==> src/rtl/snap_pkg.sv <==
package snap_pkg;

    typedef enum logic {
        POL_FALL = 1'b0,
        POL_RISE = 1'b1
    } edge_pol_e;

    function automatic logic edge_hit(input logic cur, input logic old, input edge_pol_e pol);
        return (pol == POL_RISE) ? (cur & ~old) : (~cur & old);
    endfunction

endpackage

==> src/rtl/snap_sync.sv <==
module snap_sync #(
    parameter int STAGES = 2
) (
    input  logic clk,
    input  logic rst_n,
    input  logic raw_i,
    output logic sync_o
);
    localparam int LAST = STAGES - 1;

    typedef struct packed {
        logic [STAGES-1:0] chain;
    } sync_state_t;

    sync_state_t st_d, st_q;

    generate
        if (STAGES == 1) begin : g_single
            always_comb begin
                st_d = st_q;
                st_d.chain[0] = raw_i;
            end
        end else begin : g_chain
            always_comb begin
                st_d = st_q;
                st_d.chain = {st_q.chain[STAGES-2:0], raw_i};
            end
        end
    endgenerate

    always_ff @(posedge clk or negedge rst_n) begin
        if (!rst_n) st_q <= '0;
        else        st_q <= st_d;
    end

    assign sync_o = st_q.chain[LAST];

endmodule

==> src/rtl/snap_edge_detect.sv <==
module snap_edge_detect
    import snap_pkg::*;
(
    input  logic clk,
    input  logic rst_n,
    input  logic sample_i,
    input  logic rise_sel_i,
    output logic edge_o
);
    typedef struct packed {
        logic prev;
    } edge_state_t;

    edge_state_t st_d, st_q;
    edge_pol_e   pol;

    always_comb begin
        pol       = edge_pol_e'(rise_sel_i);
        st_d      = st_q;
        st_d.prev = sample_i;
        edge_o    = edge_hit(sample_i, st_q.prev, pol);
    end

    always_ff @(posedge clk or negedge rst_n) begin
        if (!rst_n) st_q <= '0;
        else        st_q <= st_d;
    end

endmodule

==> src/rtl/snap_store.sv <==
module snap_store #(
    parameter int CNT_W = 16
) (
    input  logic             clk,
    input  logic             rst_n,
    input  logic             edge_i,
    input  logic             block_i,
    input  logic [CNT_W-1:0] count_i,
    input  logic             clr_wr_i,
    input  logic             clr_bit_i,
    output logic [CNT_W-1:0] snap_o,
    output logic             flag_o
);
    typedef struct packed {
        logic [CNT_W-1:0] snap;
        logic             flag;
    } store_state_t;

    store_state_t st_d, st_q;
    logic         take;
    logic         clr_req;

    always_comb begin
        take    = edge_i & ~block_i;
        clr_req = clr_wr_i & clr_bit_i;
        st_d    = st_q;
        if (take) begin
            st_d.snap = count_i;
            st_d.flag = 1'b1;
        end else if (clr_req) begin
            st_d.flag = 1'b0;
        end
    end

    always_ff @(posedge clk or negedge rst_n) begin
        if (!rst_n) st_q <= '0;
        else        st_q <= st_d;
    end

    assign snap_o = st_q.snap;
    assign flag_o = st_q.flag;

    assert_block_holds_R3: assert property (@(posedge clk) disable iff (!rst_n)
        block_i |=> $stable(snap_o))
        else $error("R3 snapshot changed while blocked");

    assert_block_no_flag_R3: assert property (@(posedge clk) disable iff (!rst_n)
        (block_i && !flag_o && !clr_wr_i) |=> !flag_o)
        else $error("R3 flag set while blocked");

    assert_flag_set_R5: assert property (@(posedge clk) disable iff (!rst_n)
        (edge_i && !block_i) |=> flag_o)
        else $error("R5 flag not set by capture");

    assert_clear_R6: assert property (@(posedge clk) disable iff (!rst_n)
        (clr_wr_i && clr_bit_i && !(edge_i && !block_i)) |=> !flag_o)
        else $error("R6 flag not cleared");

    assert_zero_write_R6: assert property (@(posedge clk) disable iff (!rst_n)
        (flag_o && !edge_i && clr_wr_i && !clr_bit_i) |=> flag_o)
        else $error("R6 zero write cleared flag");

    assert_set_wins_R7: assert property (@(posedge clk) disable iff (!rst_n)
        (edge_i && !block_i && clr_wr_i && clr_bit_i) |=> flag_o)
        else $error("R7 clear beat capture");

    assert_overwrite_R8: assert property (@(posedge clk) disable iff (!rst_n)
        (edge_i && !block_i && flag_o) |=> (flag_o && snap_o == $past(count_i)))
        else $error("R8 overwrite failed");

endmodule

==> src/rtl/edge_snapshot_unit.sv <==
module edge_snapshot_unit #(
    parameter int BYTE_W      = 8,
    parameter int SYNC_STAGES = 2
) (
    input  logic                clk,
    input  logic                rst_n,
    input  logic                pin_i,
    input  logic [2*BYTE_W-1:0] count_i,
    input  logic                rise_sel_i,
    input  logic                top_from_snap_i,
    input  logic                flag_wr_i,
    input  logic                flag_wr_bit_i,
    output logic [BYTE_W-1:0]   snap_lo_o,
    output logic [BYTE_W-1:0]   snap_hi_o,
    output logic                snap_flag_o
);
    localparam int CNT_W = 2 * BYTE_W;

    logic             pin_sync;
    logic             edge_seen;
    logic [CNT_W-1:0] snap_word;

    snap_sync #(.STAGES(SYNC_STAGES)) u_sync (
        .clk    (clk),
        .rst_n  (rst_n),
        .raw_i  (pin_i),
        .sync_o (pin_sync)
    );

    snap_edge_detect u_edge (
        .clk        (clk),
        .rst_n      (rst_n),
        .sample_i   (pin_sync),
        .rise_sel_i (rise_sel_i),
        .edge_o     (edge_seen)
    );

    snap_store #(.CNT_W(CNT_W)) u_store (
        .clk       (clk),
        .rst_n     (rst_n),
        .edge_i    (edge_seen),
        .block_i   (top_from_snap_i),
        .count_i   (count_i),
        .clr_wr_i  (flag_wr_i),
        .clr_bit_i (flag_wr_bit_i),
        .snap_o    (snap_word),
        .flag_o    (snap_flag_o)
    );

    assign snap_lo_o = snap_word[BYTE_W-1:0];
    assign snap_hi_o = snap_word[CNT_W-1:BYTE_W];

    assert_rise_capture_R1: assert property (@(posedge clk) disable iff (!rst_n)
        (rise_sel_i && !top_from_snap_i && $rose(pin_sync)) |=>
            ({snap_hi_o, snap_lo_o} == $past(count_i)))
        else $error("R1 rising edge not captured");

    assert_fall_capture_R2: assert property (@(posedge clk) disable iff (!rst_n)
        (!rise_sel_i && !top_from_snap_i && $fell(pin_sync)) |=>
            ({snap_hi_o, snap_lo_o} == $past(count_i)))
        else $error("R2 falling edge not captured");

    assert_reset_zero_R9: assert property (@(posedge clk)
        $rose(rst_n) |-> (snap_lo_o == '0 && snap_hi_o == '0 && !snap_flag_o))
        else $error("R9 reset state wrong");

endmodule

==> config.mk <==
export PLATFORM = sky130hd
export DESIGN_NAME = edge_snapshot_unit
export DESIGN_NICKNAME = d
export VERILOG_FILES = /design/src/rtl/snap_pkg.sv /design/src/rtl/snap_sync.sv /design/src/rtl/snap_edge_detect.sv /design/src/rtl/snap_store.sv /design/src/rtl/edge_snapshot_unit.sv
export SDC_FILE = /design/constraint.sdc
export NUM_CORES = 1
export LEC_CHECK = 0
export BUFFER_PORTS_ARGS = -buffer_cell sky130_fd_sc_hd__buf_2
export CORE_MARGIN = 2
export CORE_UTILIZATION = 39
export DETAILED_ROUTE_END_ITERATION = 7
export GPL_TIMING_DRIVEN = 0
export PLACE_DENSITY = 0.81
export SYNTH_ARGS = -nofsm -noshare
export SYNTH_HDL_FRONTEND = slang
export SYNTH_SLANG_ARGS = --single-unit
export TNS_END_PERCENT = 100
==> constraint.sdc <==
create_clock -name clk -period 1.3 [get_ports clk]
set_input_delay 0.13 -clock clk [delete_from_list [all_inputs] [get_ports clk]]
set_output_delay 0.13 -clock clk [all_outputs]
set_load 0.02 [all_outputs]
Yosys cells after proc, flatten, opt, wreduce, memory -nomap -nowiden
Cells that the tools add are included.

Bits in registers: 20. Bits of input ports: 23. Output and inout bits: 17. Word-level logic and storage cells: 15.

Muxes and demuxes: 3. Bitwise gates (word level): 7. Reductions and logical operators: 1.

Operators with widths (number): $and A1 B1 Y1 (4); $mux W1 (3); $not A1 Y1 (3); $reduce_bool A2 Y1 (1).

Depth between registers and ports, before layout
Word-level depth: 5. Gate-level depth with buffers: 4. Mapped depth without buffers: 3.

Modules after synthesis
From an unflattened synthesis, not the netlist that was laid out.

Cells, all modules: 44. Area, all modules: 794.5 sq um.

By module, submodules not included: snap_store (instances 1, cells an instance 38, area an instance 696.9 sq um, seq. area each 425.4 sq um); snap_sync (instances 1, cells an instance 2, area an instance 50.0 sq um, seq. area each 50.0 sq um); snap_edge_detect (instances 1, cells an instance 4, area an instance 47.5 sq um, seq. area each 25.0 sq um).

Least setup slack after synthesis
Ideal clock, no wire load.

Path type: reg-to-reg. Start: register u_sync.st_q[1] in the netlist's numbering. End: register u_store.st_q (netlist bit u_store.snap_o[0]). Library setup time: 0.125 ns. Arrival: 1.283 ns. Data required time: 1.175 ns. Setup slack: -0.108 ns. Cell stages (with the launch flop): 5. Path buffers: 1. Period minus slack after synthesis: 1.408 ns. Cell sequence: dfrtp_1 and4bb_1 nor2_4 buf_12 mux2_4.

Longest elaborated chain between the ends: 4. Elaborated cells between the ends (all ways): 5. Those cells by class: 1 x mux; 4 x bitwise.

Ends and longest elaborated chain: from (decl) (RTL line snap_sync.sv:15) `sync_state_t st_d, st_q;`; from (signal assigned) (RTL line snap_sync.sv:33) `else st_q <= st_d;`; $not A1 Y1 (RTL line snap_pkg.sv:9) `return (pol == POL_RISE) ? (cur & ~old) : (~cur & old);`; $and A1 B1 Y1 (RTL line snap_pkg.sv:9); $mux W1 (*) (RTL line snap_pkg.sv:9); $and A1 B1 Y1 (*) (RTL line snap_store.sv:24) `take = edge_i & ~block_i;`; to (signal assigned) (RTL line snap_store.sv:37) `else st_q <= st_d;`; to (decl) (RTL line snap_store.sv:19) `store_state_t st_d, st_q;`.

Mark *: on every way between the ends. The rest lies on a longest branch, timed or not. A chain may end at the register's enable or synchronous reset.

Final worst setup path
Start: register u_sync.st_q[1] in the netlist's numbering. End: register u_store.st_q (netlist bit u_store.snap_o[1]).

The elaborated chain is that of the path after synthesis.

==> metrics.md <==
| Metric | Value |
|---|---|
| Status | `complete, but fails checks` |
| Failing checks | `setup timing` |
| Final critical-path share of the clock period | `108%` |
| Routability cong. | `0.637` |
| Synth Register Bits | `20` |
| Diodes inserted | `0` |
| Post-DP HPWL | `between 900 and 1000 microns` |
| Synthesized Nets | `66` |
| Wire per inst | `11.7 microns` |
| Skew final | `11.8 ps` |
| Fin area | `about 1100 sq um` |
| Critical path class | `register to register` |
| Vias | `just over 500` |
| Clock share of power | `27.0%` |
| TritonRoute pass-1 iters | `3` |
| Pwr/cell area | `around 1600 nW/um^2` |
| Max-cap violation count | `0` |
| Crit. End Element | `register` |
| Final core utilization | `between 50% and 60%` |
| Clock Sinks | `20` |
| Critical path cell sequence | `nor4b_4 -> nor2_4 -> buf_12 -> mux2_4` |
| Min-delay src | `count_i[6]` |
| RSZ-0062 raised after global routing | `yes` |
| P_leak | `roughly 0.62 nW` |
| Die W | `49.1 microns` |
| Initial antenna violation count | `0` |
| Placement Rows | `16` |
| Sequential cell fraction of total power | `43.7%` |
| CTS buffer count | `3` |
| Min Tclk post-route | `1410 ps` |
| Clock Root Buffer | `clkbuf_4` |
| Post-DRT Antenna Nets | `0` |
| Switching power | `roughly 0.51 mW` |
| Final hold viol count | `0` |
| Synthesized instance count | `43` |
| Met1 Resource Use GR | `~16%` |
| Yosys cell types | `8` |
| Nets | `114` |
| Critical Path AT | `between 1500 and 2000 ps` |
| Register area share after synthesis | `between 60% and 70%` |
| Max Clk Rate | `711 MHz` |
| Share of layout cells above drive strength 1 | `between 70% and 80%` |
| CP max stage delay | `430 ps` |
| Slew HR | `70.6%` |
| Critical Path Source Type | `register` |
| Count of buffer and inverter cells on the critical path | `1` |
| Most frequent cells in the layout | `buf_2, dfrtp_1, mux2_4, nand2_1, clkbuf_4` |
| CP max FO | `10` |
| Via-to-Cell Ratio | `4.42` |
| Critical path's slowest cell | `dfrtp_1` |
| Switching part of the total | `between 20% and 30%` |
| Global Route met3 Usage | `2.76%` |
| FF/Latch Area | `500 sq um` |
| Worst Hold Class | `input port to register` |
| Most common cell after layout, fill and taps aside | `buf_2` |
| Clock tree buffer depth | `2` |
| Total chip power | `1.84 mW` |
| Port bufs | `39` |
| H-Tree Depth | `1` |
| Worst skew pair latency | `300 ps` |
| Full die area | `2410 sq um` |
| Area taken by multi-input logic gates | `292 sq um` |
| Total GRT Usage | `12.6%` |
| Final setup viols | `16` |
| # DRC | `0` |
| CTS tree | `yes` |
| GRT busiest layer | `met2` |
| Final hold slack | `52.2 ps` |
| Fill cells | `173` |
| Final setup margin | `-106 ps` |
| Vias in the first global route | `558` |
| Total grt overflow | `0` |
| Routed WL | `1370 microns` |
| Area after DPL | `1020 sq um` |
| Crit path max-delay family | `simple AND/OR/NAND/NOR gates` |
| Register clock-pin slew on the reported worst setup and hold paths | `120 ps` |
| Num ports | `40` |
| Worst EP required | `1500 ps` |
| Initial Utilization | `between 40% and 50%` |
| Synth Warn # | `0` |
| Cell Area, Synth | `793 sq um` |
| Pins over their slew limit | `0` |
| Core Region | `between 1500 and 2000 sq um` |
| First-pass GRT wire length | `about 2400 microns` |
| Logic pwr share | `between 20 and 30%` |
| Synthesis-to-finish area growth | `43.8%` |
| Mean post-synth cell area | `18.4 sq um` |
| Die Span Y | `49.1 microns` |
| Max VDD drop | `roughly 1 mV` |
| DRT iter0 DRCs | `3` |
| Largest net degree at the start of global routing | `21` |
| Met2 usage | `between 20% and 30%` |
| Worst Setup SP | `u_sync.st_q[1]` |
| Internal | `between 1 and 1.5 mW` |
| Reg2reg start | `u_sync.st_q[1]` |
| Worst slew pin tran | `441 ps` |
## per-layer routing
metal / vias up / part of all wire (%)
met4: 0 / 0
met5: - / 0
met2: 21 / 49
li1: 244 / -
met1: 252 / 45
met3: 0 / 5.7
## cells by family (layout without fill, tap and decap cells)
family	Yosys count	after routing	share of synthesized area (%)
buf+inv	1	48	2.52
flops	20	20	63.1
mux	16	16	27.0
simple gates	6	6	7.41
## area by class of cell
type                       count  area share (%)
sequential                    20            43.9
multi-input combinational     22            25.5
timing repair buffer          43            21.3
tap                           27            2.96
clock inverter                 1            2.63
clock buffer                   3            1.97
buffer                         1            1.75
## worst paths after layout
| check | cells after the start | slack (ps) | endpoint |
|---|---|---|---|
| max in group asynchronous | 2 | 680 | u_store.flag_o |
| setup reg to reg | 4 | -110 | u_store.snap_o[1] |
| min in group asynchronous | 2 | 310 | u_store.snap_o[7] |
| hold reg to reg | 0 | 360 | u_sync.st_q[1] |
| setup / recovery | 4 | -110 | u_store.snap_o[1] |
| hold / removal | 2 | 50 | u_store.snap_o[6] |
## through the flow
| stage | setup WS, ps | cells | TNS, ps |
|---|---|---|---|
| 2_1_floorplan | -108 | 43 | -977 |
| 3_3_place_gp | -203 | 109 | -2390 |
| 3_5_place_dp | -213 | 109 | -2500 |
| 4_1_cts | -154 | 117 | -2230 |
| 5_1_grt | -176 | 117 | -2660 |
| 6_report | -106 | 117 | -1550 |
## sequential cells by signal, indices dropped and copies added, names as in the netlist
name / count
u_sync.st_q: 2
u_edge.st_q: 1
u_store.flag_o: 1
u_store.snap_o: 16
## cells in the mapped netlist
cell / count / area [sq um]
buf_12: 1 / 20.0
dfrtp_1: 20 / 500
mux2_2: 7 / 78.8
mux2_4: 9 / 135
nor2_4: 1 / 11.3
nor4b_4: 1 / 23.8
nand2_1: 3 / 11.3
and4bb_1: 1 / 12.5
## power groups by stage
stage,logic (mW),registers [mW],clock network [mW]
CTS,0.546,0.807,0.510
global route,0.574,0.828,0.528
floorplan,0.168,0.970,0
detailed placement,0.509,0.816,0
finish,0.539,0.806,0.497
global placement,0.500,0.813,0
## repair_timing
action / CTS / global route
setup endpoints to repair: 16 / 16
resized for setup: 5 / 0
pin swaps: 1 / 2
setup buffers: 2 / 0
hold endpoints to repair: 21 / 0
hold buffers: 2 / 0
(Power assumes the default switching activity.)
